File: config.mk
export PLATFORM = sky130hd
export DESIGN_NAME = ref_mode_ctrl
export DESIGN_NICKNAME = d
export VERILOG_FILES = /design/src/rtl/ref_mode_ctrl.sv
export SDC_FILE = /design/constraint.sdc
export NUM_CORES = 1
export LEC_CHECK = 0
export BUFFER_PORTS_ARGS = -buffer_cell sky130_fd_sc_hd__buf_2
export CORE_UTILIZATION = 56
export DETAILED_ROUTE_END_ITERATION = 10
export PLACE_DENSITY = 0.87
export REMOVE_ABC_BUFFERS = 1
export SETUP_SLACK_MARGIN = 0.15
export SYNTH_ARGS = -nofsm -noshare
export SYNTH_HDL_FRONTEND = slang
export SYNTH_SLANG_ARGS = --single-unit
File: constraint.sdc
create_clock -name clk -period 5.1 [get_ports clk]
set_input_delay 1.02 -clock clk [delete_from_list [all_inputs] [get_ports clk]]
set_output_delay 1.02 -clock clk [all_outputs]
set_load 0.01 [all_outputs]
File: src/rtl/ref_mode_ctrl.sv
module ref_mode_ctrl #(
  parameter int NREF  = 4,
  parameter int CNT_W = 16,
  localparam int IW   = (NREF > 1) ? $clog2(NREF) : 1
) (
  input  logic             clk,
  input  logic             rst_n,
  input  logic [NREF-1:0]  ref_ok,
  input  logic             lock_det,
  input  logic             auto_en,
  input  logic [IW-1:0]    man_ref,
  input  logic             force_hold,
  input  logic             force_free,
  input  logic             hist_avail,
  input  logic             sec_tick,
  output logic [1:0]       mode,
  output logic             locked,
  output logic             lol,
  output logic [IW-1:0]    sel_ref,
  output logic [CNT_W-1:0] hold_secs,
  output logic [1:0]       freq_src
);
  localparam logic [1:0] M_FREE = 2'd0, M_LOCK = 2'd1, M_HOLD = 2'd2;
  localparam logic [CNT_W-1:0] SEC_MAX = '1;

  logic [1:0]    mode_n;
  logic [IW-1:0] sel_n, low_idx;
  logic          any_ok, keep_ref, good;

  assign any_ok = |ref_ok;

  always_comb begin
    low_idx = '0;
    for (int i = NREF - 1; i >= 0; i--)
      if (ref_ok[i]) low_idx = IW'(i);
  end

  always_comb begin
    mode_n = mode;
    sel_n  = sel_ref;
    if (force_free)
      mode_n = M_FREE;
    else if (force_hold)
      mode_n = M_HOLD;
    else if (!auto_en) begin
      mode_n = M_LOCK;
      sel_n  = man_ref;
    end else begin
      case (mode)
        M_LOCK:
          if (!ref_ok[sel_ref]) begin
            if (any_ok) sel_n = low_idx;
            else        mode_n = M_HOLD;
          end
        M_FREE, M_HOLD:
          if (any_ok) begin
            mode_n = M_LOCK;
            sel_n  = low_idx;
          end
        default: mode_n = M_FREE;
      endcase
    end
  end

  assign keep_ref = (mode == M_LOCK) && (mode_n == M_LOCK) && (sel_n == sel_ref);
  assign good     = ref_ok[sel_ref] && lock_det;

  always_ff @(posedge clk) begin
    if (!rst_n) begin
      mode      <= M_FREE;
      sel_ref   <= '0;
      locked    <= 1'b0;
      lol       <= 1'b0;
      hold_secs <= '0;
    end else begin
      mode    <= mode_n;
      sel_ref <= sel_n;
      locked  <= keep_ref && good;
      lol     <= keep_ref && !good && (locked || lol);
      if (mode_n != M_HOLD || mode != M_HOLD)
        hold_secs <= '0;
      else if (sec_tick && hold_secs != SEC_MAX)
        hold_secs <= hold_secs + 1'b1;
    end
  end

  always_comb begin
    case (mode)
      M_LOCK:  freq_src = 2'd1;
      M_HOLD:  freq_src = hist_avail ? 2'd2 : 2'd3;
      default: freq_src = 2'd0;
    endcase
  end
endmodule

== Yosys cells after proc, flatten, opt, wreduce, memory -nomap -nowiden ==
Index checks and enable logic that the tools add are counted.
Word-level totals
  bits in registers: 22
  bits in latches: 0
  bits in writable memories: 0
  ROM bits: 0
  input bits: 14
  word-level logic and storage cells: 50
  memories kept: 0
Cells by class
  add/subtract/negate cells: 1
  $mul: 0
  div/mod/pow operators: 0
  magnitude comparators: 1
  eq/ne operators: 7
  shifts and indexed selects: 0
  multiplexer cells: 21
  bitwise gates (word level): 1
  reduce and logical (&&, ||, !) cells: 14
Operator list (number)
  $mux W2: 15
  $add A16 B1 Y16 const B: 1
  $ne A16 B16 Y1 const B: 1
  $pmux W2 S2: 3
  $logic_and A1 B1 Y1: 7
  $eq A2 B1 Y1 const B: 2
  $ne A2 B2 Y1 const B: 2
  $reduce_or A2 Y1: 2
  $reduce_or A4 Y1: 1
  $lt A2 B3 Y1 const B: 1
  $bmux W1 S2: 1
  $eq A2 B2 Y1: 1
  $eq A2 B2 Y1 const B: 1
  $logic_not A2 Y1: 1
  $logic_or A1 B1 Y1: 2
  $mux W1: 2
  $logic_not A1 Y1: 1
  $not A1 Y1: 1

== Logic depth before layout (Yosys ltp) ==
Gate-level depths: netlist (run 1).
  depth after elaboration: 14
  gate-level depth with buffers: 8
  depth with buffers taken out: 7

== Worst setup path after synthesis (run 1) ==
No wires, ideal clock.
  path type: input port to flip-flop
  from: input port ref_ok[3]
  to: register locked
  setup time: 0.128 ns
  arrival: 2.298 ns
  required time: 4.972 ns
  setup slack: 2.674 ns
  stages: 5
  path buffers: 0
  cells stage by stage: mux4_2 -> a31o_1 -> a211o_1 -> a21oi_1 -> nor4b_2
Between the ends
  longest elaborated chain between the ends: 13
Ends and longest elaborated chain
  start, declared: RTL line 8  | input logic [NREF-1:0] ref_ok,
  $mux W2 (4 in a row): RTL line 35  | if (ref_ok[i]) low_idx = IW'(i);
  $mux W2: RTL line 52, 56
  $mux W2: RTL line 51  | if (!ref_ok[sel_ref]) begin
  $pmux W2 S2: RTL line 49  | case (mode)
  $mux W2: RTL line 45  | else if (!auto_en) begin
  $mux W2: RTL line 43  | else if (force_hold)
  $mux W2: RTL line 41  | if (force_free)
  $eq A2 B2 Y1: RTL line 65  | assign keep_ref = (mode == M_LOCK) && (mode_n == M_LOCK) && (sel_n == sel_ref);
  $logic_and A1 B1 Y1: RTL line 65
  $logic_and A1 B1 Y1 (*): RTL line 78  | locked <= keep_ref && good;
  end signal, assigned: RTL line 78
  end, declared: RTL line 17  | output logic locked,
Mark *: on every way between the ends. The rest lies on a longest branch, timed or not. The select of a mux whose other input is x is not followed.
A chain may end at the register's enable or synchronous reset.

== Worst setup path after layout (run 1) ==
  from: register mode[0]
  to: output port freq_src[0]
Between the ends
  longest elaborated chain between the ends: 2
Ends and longest elaborated chain
  start, declared: RTL line 16  | output logic [1:0] mode,
  start signal, assigned: RTL line 76  | mode <= mode_n;
  $eq A2 B2 Y1 / $eq A2 B1 Y1 (equally long branches): RTL line 88  | case (mode)
  $pmux W2 S2 (*): RTL line 88
  end, declared: RTL line 21  | output logic [1:0] freq_src
Mark *: on every way between the ends. The rest lies on a longest branch, timed or not.

==> results of run 1 <==
[registers in the layout, summed over array words and instances (netlist names)]
name / flops
sel_ref: 2
mode: 2
hold_secs: 16
locked: 1
lol: 1
[through the flow]
stage	util	cells	hold WS, ns
CTS	0.681	235	0.571
global route	0.681	235	0.602
global placement	0.672	232	0.529
floorplan	-	165	0.564
finish	0.681	235	0.571
detailed placement	0.672	232	0.535
[final timing paths]
path                             startpoint                        end
hold reg to reg   hold_secs[1]$_SDFFE_PP0P_  hold_secs[1]$_SDFFE_PP0P_
setup / recovery         mode[0]$_SDFF_PN0_                freq_src[0]
hold / removal    hold_secs[1]$_SDFFE_PP0P_  hold_secs[1]$_SDFFE_PP0P_
setup reg to reg         mode[1]$_SDFF_PN0_             lol$_SDFF_PN0_
[cell families (layout without fill, tap and decap cells)]
logic type	after synthesis	count (layout)	share of synthesized area
xor gates and xnor gates	14	14	0.0848
muxes	3	3	0.0294
buffers and inverters	11	48	0.0346
DFF	22	22	0.304
adders and majority gates	6	6	0.0519
and+or+nand+nor	79	79	0.305
AOI/OAI and AO/OA	33	33	0.190
[power by group]
part | internal (µW) | switching (µW) | leakage, µW
combinational | 20.4 | 28.9 | 0.000455
clock | 27.7 | 50.9 | 0.0000138
sequential | 174 | 3.74 | 0.000178
[Yosys cell counts, types with 4 or more instances]
library cell              number  area [µm²]
sky130_fd_sc_hd__dfxtp_1      22         440
sky130_fd_sc_hd__ha_1          6        75.1
sky130_fd_sc_hd__nand3_1      10        50.1
sky130_fd_sc_hd__nor2_1       24        90.1
sky130_fd_sc_hd__xnor2_1       6        52.6
sky130_fd_sc_hd__inv_1         8        30.0
sky130_fd_sc_hd__xor2_1        8        70.1
sky130_fd_sc_hd__nor3_1        6        30.0
sky130_fd_sc_hd__nand4_1       7        43.8
sky130_fd_sc_hd__nand2_1       9        33.8
sky130_fd_sc_hd__o21ai_0       5        25.0
sky130_fd_sc_hd__or3_1         4        25.0
sky130_fd_sc_hd__a21oi_1       5        25.0
[final cells by class]
class | instances | area share
multi-input cells | 135 | 0.572
flip-flops and latches | 22 | 0.263
repair buffers | 37 | 0.111
well taps | 30 | 0.0225
inverters | 8 | 0.0180
clock buffers | 3 | 0.0135
[worst min-delay path: cells and delay by family, from the launching register on]
family           cells  cell delay [ns]
DFF                  1             0.38
muxes                1             0.10
and+or+nand+nor      1             0.07
[routing by layer]
layer  vias up  GRT usage  part of all wire
met5         -          0                 0
met4         0     0.0965            0.0092
met3         6     0.0638             0.070
met2        66      0.422              0.46
met1       625      0.318              0.46
li1        695          -                 -
==> run summary, run 1 <==
The worst-case headroom to the max-slew limit came out at 0.553. CTS placed an instance of sky130_fd_sc_hd__clkbuf_4 at the clock tree root. The worst reg2reg path depth is 6, and the total global-route track usage is 0.256. For this run, the slowest stage of the critical path takes 0.44 ns. The highest fanout seen on the critical path is 6. The layout has 187 filler cells. The area growth from synthesis to layout is 15.6%. Prior to clock tree synthesis, the placed netlist has a worst setup slack of 2.36 ns. Number of pins with negative max-slew slack in the final report: 0.

Adding up every negative setup slack in the final design gives 0 ns. The largest net degree at the start of global routing came out at 17. Clock tree synthesis inserted a total of 3 buffers.

The logs give 0.000647 µW for the static power due to leakage and 0 for the overall overflow remaining after global route. In the final layout, flip-flops and latches occupy 440 µm². The library cells used most frequently in the layout, excluding fill and tap cells, are 37 x sky130_fd_sc_hd__buf_2, 24 x sky130_fd_sc_hd__nor2_1, 22 x sky130_fd_sc_hd__dfxtp_1.

The number of buffer cells added on primary ports is 37. After floorplanning, the core was sized to cover 2450 µm². The logs give 305 µW for the sum of internal, switching and leakage power and 0 for the remaining number of nets flagged by the antenna check after routing. Cell count after synthesis: 168.

The worst hold path belongs to the class reg2reg. The initial antenna violation count is 0. Grouping stages by cell kind, the critical path spends the most delay in flip-flops. Traced cell by cell, the critical path runs through inv_1, ha_1, nor2b_1, o21a_1, buf_2. The tools report the post-synthesis instance area as 1450 µm². The width of the chip came out at 52.8 µm.

The library cell used most frequently in the layout, excluding fill and tap cells, is sky130_fd_sc_hd__buf_2. The run gives 0 as the count of warnings emitted by yosys. The most instantiated flip-flop cell in the synthesis netlist was sky130_fd_sc_hd__dfxtp_1. The tool flagged a number of max-cap violations equal to 0. The routed via count divided by cell count was 5.92; the total power divided by cell area was 183 nW/µm².

The logs give 5290 µm for the wire length of the first global-routing pass and 0.304 for the part of the Yosys area used for sequential elements. Setup violations remaining at the end of the flow were counted as 0. For the pin with the worst max-slew slack, the measured transition is 0.668 ns.

The standard cell with the maximum stage delay on the critical path is sky130_fd_sc_hd__dfxtp_1. The cell depth of the worst hold path was 2; the data required time at the worst endpoint was 4.08 ns. The data arrival time of the critical path is 1.64 ns.

Before antenna repair, the detailed router went through 4 iterations. The final critical path time including I/O delays and setup was 2.66 ns; the area after detailed placement was 1650 µm². The distinct cell type count after synthesis is 50. Once detailed placement completed, the half-perimeter wirelength came to 2470 µm.

STA classifies the critical path startpoint as a flip-flop. The run finished with clean final reports. The floorplan has 18 rows. For the number of inserted diodes, the log shows 0. STA classifies the critical path endpoint as a primary output. Across all layers, the routed design uses 1392 vias.

Clock-pin slew was measured on the worst setup and hold paths at 0.11 ns. Static timing analysis puts the maximum clock frequency at 376 MHz. The count of nets after finishing is 227.

The vertical die dimension was 52.8 µm; the number of buffers added for setup after CTS was 0. The final hold violation count was 0. Number of cells on the critical path: 5. The share of final-layout standard cells stronger than drive strength 1 is 0.244, and the combined area of the multi-input logic cells is 956 µm². The run gives 1 as the level count of the clock H-tree.

The number of primary I/O pins is 38, and the final period utilization is 0.521. Across the VDD grid, the largest voltage drop is 0.199 mV. TritonCTS built the clock tree. Setup repair after global routing left no endpoint under its margin. The final routed wire length divided by cell count is 13.8 µm, and the starting density of the core is 0.589. Routability-driven placement finished with a final weighted congestion of 0.871.

In this run the deepest clock path goes through 2 buffers. The critical path in this run is classified as reg2out. In this run the mean area of a mapped cell was 8.61 µm². Total clock sinks: 22. The finished cells cover 1670 µm². The count of flip-flops with a built-in enable after synthesis is 0. Area of the die: 2790 µm². The async set-or-reset flop fraction in the synthesized netlist is 0, and the clock latency at the later pin of the worst-skew pair is 0.31 ns.

Clock skew on the completed layout was measured at 0.00224 ns. The via count of the first global-routing pass is 1206. The final worst setup slack is 2.44 ns, and the DRC violation count after routing is 0.

The total of hold buffers inserted after clock tree synthesis is 0. Counting flops and latches in the post-synthesis netlist gives 22. The combined buffer and inverter count along the critical path came out at 2.

The logs give 0 for the count of instances resized after the clock tree is built and 39 for the starting DRC count in detailed routing. After detailed routing, the total wire length is 3250 µm. The worst register-to-register path has a setup slack of 2.84 ns.
(Power assumes the default switching activity.)
==> inputs of run 2 (changes only) <==
Settings changed: CORE_UTILIZATION 56 to 52, PLACE_DENSITY 0.87 to 0.82.
Clock period 5.1 ns to 2.7 ns, I/O delays scaled along.
==> run summary, run 2 (synthesis gave the netlist of run 1 again) <==
The overall overflow remaining after global route was 0 (unchanged); the DRC violation count after routing was 0 (unchanged). Sort of element at the end of the critical path: a flip-flop (was a primary output). Data arrival time of the critical path: 2.50 ns (was 1.64 ns). The level count of the clock H-tree is 1 (unchanged).

TritonCTS built the clock tree. The logs give 439 MHz for the maximum frequency from static timing analysis and 0.00392 ns (was 0.00224 ns) for the setup skew after layout. Setup repair after global routing left no endpoint under its margin. The logs give 235 (unchanged) for the filler-free cell count of the finished design and 1414 (was 1392) for the via count. The initial antenna violation count is 0 (unchanged), and the number of buffers added for setup after CTS is 0 (unchanged). The number of primary I/O pins is 38 (unchanged).

Final routed wire length divided by cell count: 13.8 µm (about the same). The run gives 440 µm² (unchanged) as the total area of sequential cells. Leading registers by flop count: hold_secs x16, mode x2, sel_ref x2 (unchanged). The number of pins with negative max-slew slack in the final report was 0 (unchanged); the count of nets after finishing was 227 (unchanged). The routed wire length was 3250 µm (about the same); the transition time at the pin with the least slew margin was 0.733 ns (was 0.668 ns). The run finished with clean final reports. The cell depth of the worst hold path was 3 (was 2); the width of the chip was 54.7 µm (was 52.8 µm). The tools report the sum of routed wire segments on met1 as 1470 µm (was 1500 µm). The via count of the first global-routing pass was 1235 (was 1206). The logs give 0 (unchanged) for the final hold violation count and 0 (unchanged) for the total of endpoints with negative setup slack in the final report. The final period utilization came out at 0.844.

The area growth from synthesis to layout works out to 15.6% (unchanged). The setup TNS came out at 0 ns (unchanged). The row count came out at 18 (unchanged).

The number of clock buffers inserted by TritonCTS was 3 (unchanged); the worst-case headroom to the max-slew limit was 0.510 (was 0.553). The run gives 4 (unchanged) as the number of search-and-repair iterations in the first detailed-routing pass. The static power due to leakage was 0.000647 µW (unchanged); the maximum number of buffers from clock root to sink was 2 (unchanged). The tools report the area of the core as 2540 µm² (was 2450 µm²). The path type of the worst min-delay path is in2reg (was reg2reg). The worst reg2reg path depth came out at 6 (unchanged). The routed via count divided by cell count is 6.02 (was 5.92). Total length of routed met2 wires: 1620 µm (was 1490 µm). The run gives 5180 µm (was 5290 µm) as the wire length of the first global-routing pass. Share of final-layout standard cells stronger than drive strength 1: 0.244 (unchanged). The global placer's final weighted congestion was 0.894 (was 0.871); the clock latency at the later pin of the worst-skew pair was 0.30 ns (was 0.31 ns). The starting density of the core is 0.568 (was 0.589), and the total power divided by cell area is 341 nW/µm² (was 183 nW/µm²).

For the data required time at the worst endpoint, the log shows 2.92 ns (was 4.08 ns). The worst path in the final design needs a cycle of 2.28 ns, including I/O delays and setup. The number of max-cap violations was 0 (unchanged).

The vertical die dimension is 54.7 µm (was 52.8 µm), and the largest net degree at the start of global routing is 17 (unchanged). The number of flip-flops in the largest register is 16 (unchanged), and the highest fanout seen on the critical path is 8 (was 6). Register with the highest flop count: hold_secs (unchanged). Most common cell after layout, fill and taps aside: sky130_fd_sc_hd__buf_2 (unchanged). Total length of routed met3 wires: 149 µm (was 227 µm). The remaining number of nets flagged by the antenna check after routing was 0 (unchanged). For the combined area of the multi-input logic cells, the log shows 956 µm² (unchanged).

The sum of internal, switching and leakage power came out at 571 µW (was 305 µW). The total global-route track usage is 0.239 (was 0.256), and the detailed-placement wirelength estimate is 2550 µm (was 2470 µm). The area of the die was 3000 µm² (was 2790 µm²). Kind of start point of the critical path: a flip-flop (unchanged). The total instance count after detailed placement is 232 (unchanged), and the clock-pin transition on the worst setup and hold timing paths is 0.11 ns (about the same). The total of hold buffers inserted after clock tree synthesis was 0 (unchanged). The root buffer selected by CTS was sky130_fd_sc_hd__clkbuf_4 (unchanged). The total of fill cells in the finished design was 225 (was 187). The tools report the share of the core filled with cells as 0.657 (was 0.681). The worst ir drop on vdd was 0.411 mV (was 0.199 mV); the worst-case hold slack was 0.505 ns (was 0.571 ns). Number of buffer cells added on primary ports: 37 (unchanged). Leading cell types in the layout, fill and taps excluded: 37 x sky130_fd_sc_hd__buf_2, 24 x sky130_fd_sc_hd__nor2_1, 22 x sky130_fd_sc_hd__dfxtp_1 (unchanged).

The number of inserted diodes is 0 (unchanged). The top layer reached by signal wires is met4 (unchanged). Type of the setup path with the least slack: reg2reg (was reg2out). The count of instances resized after the clock tree is built is 0 (unchanged), and the total clock sinks is 22 (unchanged). The run gives 40 (was 39) as the starting DRC count in detailed routing.
-- run 2: power by group --
group          total [µW]  switching (µW)  internal [µW]
clock                 142            90.0           52.0
combinational        93.6            55.0           38.6
sequential            335            7.32            328
-- run 2: through the flow --
step,instance area (µm²),setup WS [ns]
6_report,1670,0.422
5_1_grt,1670,0.289
4_1_cts,1670,0.485
3_5_place_dp,1650,0.473
3_3_place_gp,1650,0.490
2_1_floorplan,1430,0.708
-- run 2: cell type report --
type,instances,area share
sequential,22,0.263
tap,30,0.0225
clock buffer,3,0.0135
inverter,8,0.0180
timing repair buffer,37,0.111
multi-input combinational,135,0.572
-- run 2: final timing paths --
check | endpoint | from | slack (ns)
max | locked$_SDFF_PN0_ | mode[1]$_SDFF_PN0_ | 0.42
min | sel_ref[1]$_SDFF_PN0_ | rst_n | 0.50
max reg2reg | locked$_SDFF_PN0_ | mode[1]$_SDFF_PN0_ | 0.42
min reg2reg | hold_secs[7]$_SDFFE_PP0P_ | hold_secs[7]$_SDFFE_PP0P_ | 0.57
-- run 2: critical path, stage by stage (launching register included) --
cell	delay, ns
sky130_fd_sc_hd__dfxtp_1	0.40
sky130_fd_sc_hd__ha_1	0.27
sky130_fd_sc_hd__or2_1	0.25
sky130_fd_sc_hd__a2111oi_1	0.70
sky130_fd_sc_hd__a211o_1	0.19
sky130_fd_sc_hd__a21oi_1	0.11
sky130_fd_sc_hd__nor4b_2	0.28
-- run 2: layer usage --
metal | vias up | global-route usage
met4 | 0 | 0.0385
met2 | 40 | 0.422
met3 | 2 | 0.0611
met5 | - | 0
met1 | 672 | 0.291
li1 | 700 | -
==> inputs of run 3 (changes only) <==
Settings changed: ABC_AREA set to 1.
Clock period 2.7 ns to 2.2 ns, I/O delays scaled along.
==> run summary, run 3 <==
The smallest clock period supported by the final layout is computed as 1.89 ns. The standard cell with the maximum stage delay on the critical path was sky130_fd_sc_hd__dfxtp_2 (was sky130_fd_sc_hd__a2111oi_1). The distinct cell type count after synthesis came out at 30 (was 50).

The logs give 2810 µm (was 3250 µm) for the routed wire length and 0.263 (was 0.249) for the clock network power share. The share of the core filled with cells is 0.661 (was 0.657). The count of flip-flops with a built-in enable after synthesis works out to 0 (unchanged).

Static power due to leakage: 0.000793 µW (was 0.000647 µW). DRC violation count after routing: 0 (unchanged). The tools report the net switching power of the design as 179 µW (was 152 µW). By instance count, the cell type seen most on the critical path is sky130_fd_sc_hd__inv_1. Number of primary I/O pins: 38 (unchanged). The root buffer selected by CTS is sky130_fd_sc_hd__clkbuf_4 (unchanged). The level count of the clock H-tree is 1 (unchanged), and the remaining number of nets flagged by the antenna check after routing is 0 (unchanged). The run gives 0 (unchanged) as the total of endpoints with negative setup slack in the final report. The largest net degree at the start of global routing came out at 17 (unchanged). Number of clock buffers inserted by TritonCTS: 3 (unchanged). The tools report the via count as 1411 (was 1414). Worst setup timing slack at the placement stage: 0.227 ns (was 0.473 ns). The width of the chip works out to 55.4 µm (was 54.7 µm). Leading cell types in the layout, fill and taps excluded: 55 x sky130_fd_sc_hd__nand2_1, 37 x sky130_fd_sc_hd__buf_2, 32 x sky130_fd_sc_hd__inv_1 (was 37 x sky130_fd_sc_hd__buf_2, 24 x sky130_fd_sc_hd__nor2_1, 22 x sky130_fd_sc_hd__dfxtp_1).

The tools report the row count as 18 (unchanged). The highest fanout seen on the critical path is 6 (was 8), and the clock-pin transition on the worst setup and hold timing paths is 0.11 ns (about the same). Leading cell types by total area after synthesis: sky130_fd_sc_hd__dfxtp_1 30%, sky130_fd_sc_hd__nand2_1 14%, sky130_fd_sc_hd__inv_1 8.1% (was sky130_fd_sc_hd__dfxtp_1 30%, sky130_fd_sc_hd__nor2_1 6.2%, sky130_fd_sc_hd__ha_1 5.2%). The synthesized area divided by synthesized cell count is 6.71 µm² (was 8.61 µm²), and the part of the Yosys area used for sequential elements is 0.297 (was 0.304). The number of buffer cells added on primary ports works out to 37 (unchanged). The flip-flop and latch count after synthesis is 22 (unchanged).

The area of the die is 3070 µm² (was 3000 µm²). The wire length of the first global-routing pass is 4860 µm (was 5180 µm). Leading registers by flop count: hold_secs x16, mode x2, sel_ref x2 (unchanged). The flow ran to the end, and the final reports show no timing, DRC or antenna violations. For the number of inserted diodes, the log shows 0 (unchanged).

The worst-case headroom to the max-slew limit came out at 0.809 (was 0.510). The starting DRC count in detailed routing was 46 (was 40). The area growth from synthesis to layout was 15.4% (was 15.6%).

For the initial antenna violation count, the log shows 0 (unchanged). The total power divided by cell area was 398 nW/µm² (was 341 nW/µm²); the clock latency at the later pin of the worst-skew pair was 0.31 ns (was 0.30 ns). Area of the core: 2590 µm² (was 2540 µm²). Most numerous cell types in the synthesized netlist: 55 x sky130_fd_sc_hd__nand2_1, 32 x sky130_fd_sc_hd__inv_1, 25 x sky130_fd_sc_hd__nor2_1, 22 x sky130_fd_sc_hd__dfxtp_1, 16 x sky130_fd_sc_hd__nand3_1 (was 24 x sky130_fd_sc_hd__nor2_1, 22 x sky130_fd_sc_hd__dfxtp_1, 10 x sky130_fd_sc_hd__nand3_1, 9 x sky130_fd_sc_hd__nand2_1). Setup skew after layout: 0.00450 ns (was 0.00392 ns). Share of the synthesized area in the top cell type: 0.297 (was 0.304). The run gives 0 (unchanged) as the count of instances resized after the clock tree is built.

The cell count after synthesis is 221 (was 168). The final period utilization was 0.861; the number of pins with negative max-slew slack in the final report was 0 (unchanged). The run gives 286 (was 232) as the total instance count after detailed placement.

The share of final-layout standard cells stronger than drive strength 1 came out at 0.274 (was 0.244). The via count of the first global-routing pass was 1168 (was 1235). The transition time at the pin with the least slew margin was 0.286 ns (was 0.733 ns); the total clock sinks was 22 (unchanged).

The delay contributed by the slowest stage of the critical path was 0.40 ns (was 0.70 ns). The most common cell after layout, fill and taps aside is sky130_fd_sc_hd__nand2_1 (was sky130_fd_sc_hd__buf_2). The tools report the setup TNS as 0 ns (unchanged).

Final routed wire length divided by cell count: 9.72 µm (was 13.8 µm). The routed via count divided by cell count is 4.88 (was 6.02), and the global placer's final weighted congestion is 0.805 (was 0.894). The most repeated cell in the gate-level netlist after synthesis was sky130_fd_sc_hd__nand2_1 (was sky130_fd_sc_hd__nor2_1). Worst ir drop on vdd: 0.332 mV (was 0.411 mV).

The most instantiated flip-flop cell in the synthesis netlist was sky130_fd_sc_hd__dfxtp_1 (unchanged). The combinational share of power was 0.138 (was 0.164). The run gives 2200 µm (was 2550 µm) as the detailed-placement wirelength estimate. Cell chain of the critical path: inv_1, ha_1, inv_1, nor2_1, o21a_1, buf_2 (was ha_1, or2_1, a2111oi_1, a211o_1, a21oi_1, nor4b_2). The combined buffer and inverter count along the critical path is 3 (was 0). Register with the highest flop count: hold_secs (unchanged). For the number of search-and-repair iterations in the first detailed-routing pass, the log shows 4 (unchanged). The count of warnings emitted by yosys is 0 (unchanged), and the count of nets after finishing is 281 (was 227). The number of max-cap violations came out at 0 (unchanged).

TritonCTS built the clock tree. Kind of cell with the highest combined delay on the critical path: flip-flops (was compound AO/OA/AOI/OAI gates). The path type of the worst min-delay path was in2reg (unchanged). The post-synthesis instance area is 1480 µm² (was 1450 µm²).

The starting density of the core is 0.572 (was 0.568). Filler-free cell count of the finished design: 289 (was 235). The number of flip-flops in the largest register came out at 16 (unchanged). The switching part of the total is 0.263 (was 0.267), and the maximum frequency from static timing analysis is 528 MHz. The tools report the data arrival time of the critical path as 1.45 ns (was 2.50 ns). Setup repair after global routing left no endpoint under its margin. Cell accounting for the most synthesized area: sky130_fd_sc_hd__dfxtp_1 (unchanged). The sort of element at the end of the critical path was a primary output (was a flip-flop). The kind of start point of the critical path is a flip-flop (unchanged). The design internal power was 501 µW (was 418 µW); the sequential power share was 0.599 (was 0.587). The tools report the number of buffers added for setup after CTS as 0 (unchanged). The tools report the total of fill cells in the finished design as 237 (was 225).

The logs give 0.380 ns (was 0.505 ns) for the worst-case hold slack and 1.76 ns (was 2.92 ns) for the data required time at the worst endpoint. The logs give 0 (unchanged) for the final hold violation count and 0.194 (was 0.239) for the total global-route track usage. The logs give 882 µm² (was 956 µm²) for the combined area of the multi-input logic cells and 0.305 ns (was 0.422 ns) for the final worst setup slack.

The async set-or-reset flop fraction in the synthesized netlist works out to 0 (unchanged). The type of the setup path with the least slack is reg2out (was reg2reg). The vertical die dimension is 55.4 µm (was 54.7 µm), and the maximum number of buffers from clock root to sink is 2 (unchanged). Total of hold buffers inserted after clock tree synthesis: 0 (unchanged). The overall overflow remaining after global route is 0 (unchanged).

The total area of sequential cells was 442 µm² (was 440 µm²).
-- run 3: cell types whose count changed in the layout (fill, tap and decap cells not counted), moves of 4 or more --
cell and delta:
sky130_fd_sc_hd__nand2_1 +46, sky130_fd_sc_hd__inv_1 +24, sky130_fd_sc_hd__nand4_1 -7, sky130_fd_sc_hd__a21oi_2 +6, sky130_fd_sc_hd__nand3_1 +6, sky130_fd_sc_hd__xnor2_1 -6, sky130_fd_sc_hd__nor2_2 +5, sky130_fd_sc_hd__nand2_2 +4
sky130_fd_sc_hd__o21ai_1 +4, sky130_fd_sc_hd__or3_1 -4
-- run 3: stage by stage --
step	instance area, µm²	total power [µW]
finish	1710	681
global route	1710	723
CTS	1710	686
detailed placement	1680	509
global placement	1680	508
floorplan	1460	478
-- run 3: tightest hold or removal path, stage by stage --
cell and delay, ns:
sky130_fd_sc_hd__buf_2 0.10, sky130_fd_sc_hd__nand3_1 0.07, sky130_fd_sc_hd__nor2_1 0.04
-- run 3: logic make-up after synthesis --
family          Yosys count  share of synthesized area
xor+xnor                  5                     0.0295
flops                    22                      0.297
compound gates           22                     0.0928
fa+ha+maj                 6                     0.0506
simple gates            128                      0.419
buf+inv                  38                      0.111
-- run 3: power groups by stage --
stage | Sequential [µW] | Combinational (µW) | Clock, µW
6_report | 408 | 94.2 | 179
5_1_grt | 408 | 108 | 206
4_1_cts | 407 | 92.9 | 186
3_5_place_dp | 416 | 92.6 | 0
3_3_place_gp | 416 | 91.7 | 0
2_1_floorplan | 417 | 60.8 | 0
-- run 3: cell type report --
type                            instances  area share
Multi-Input combinational cell        161       0.515
Sequential cell                        22       0.258
Timing Repair Buffer                   37       0.108
Inverter                               36      0.0833
Tap cell                               30      0.0219
Clock buffer                            3      0.0132
-- run 3: path summary, 6_finish.rpt --
kind,start,to,cells after the start,slack [ns]
min reg2reg,hold_secs[15]$_SDFFE_PP0P_,hold_secs[15]$_SDFFE_PP0P_,2,0.50
max reg2reg,mode[0]$_SDFF_PN0_,hold_secs[12]$_SDFFE_PP0P_,10,0.33
max,mode[0]$_SDFF_PN0_,freq_src[0],6,0.31
min,lock_det,locked$_SDFF_PN0_,3,0.38
-- run 3: metal layers --
layer / vias to the layer above / track usage / routed length [µm]
li1: 771 / - / -
met1: 607 / 0.269 / 1440
met2: 29 / 0.293 / 1210
met3: 4 / 0.0422 / 126
met4: 0 / 0.0786 / 40
met5: - / 0 / 0
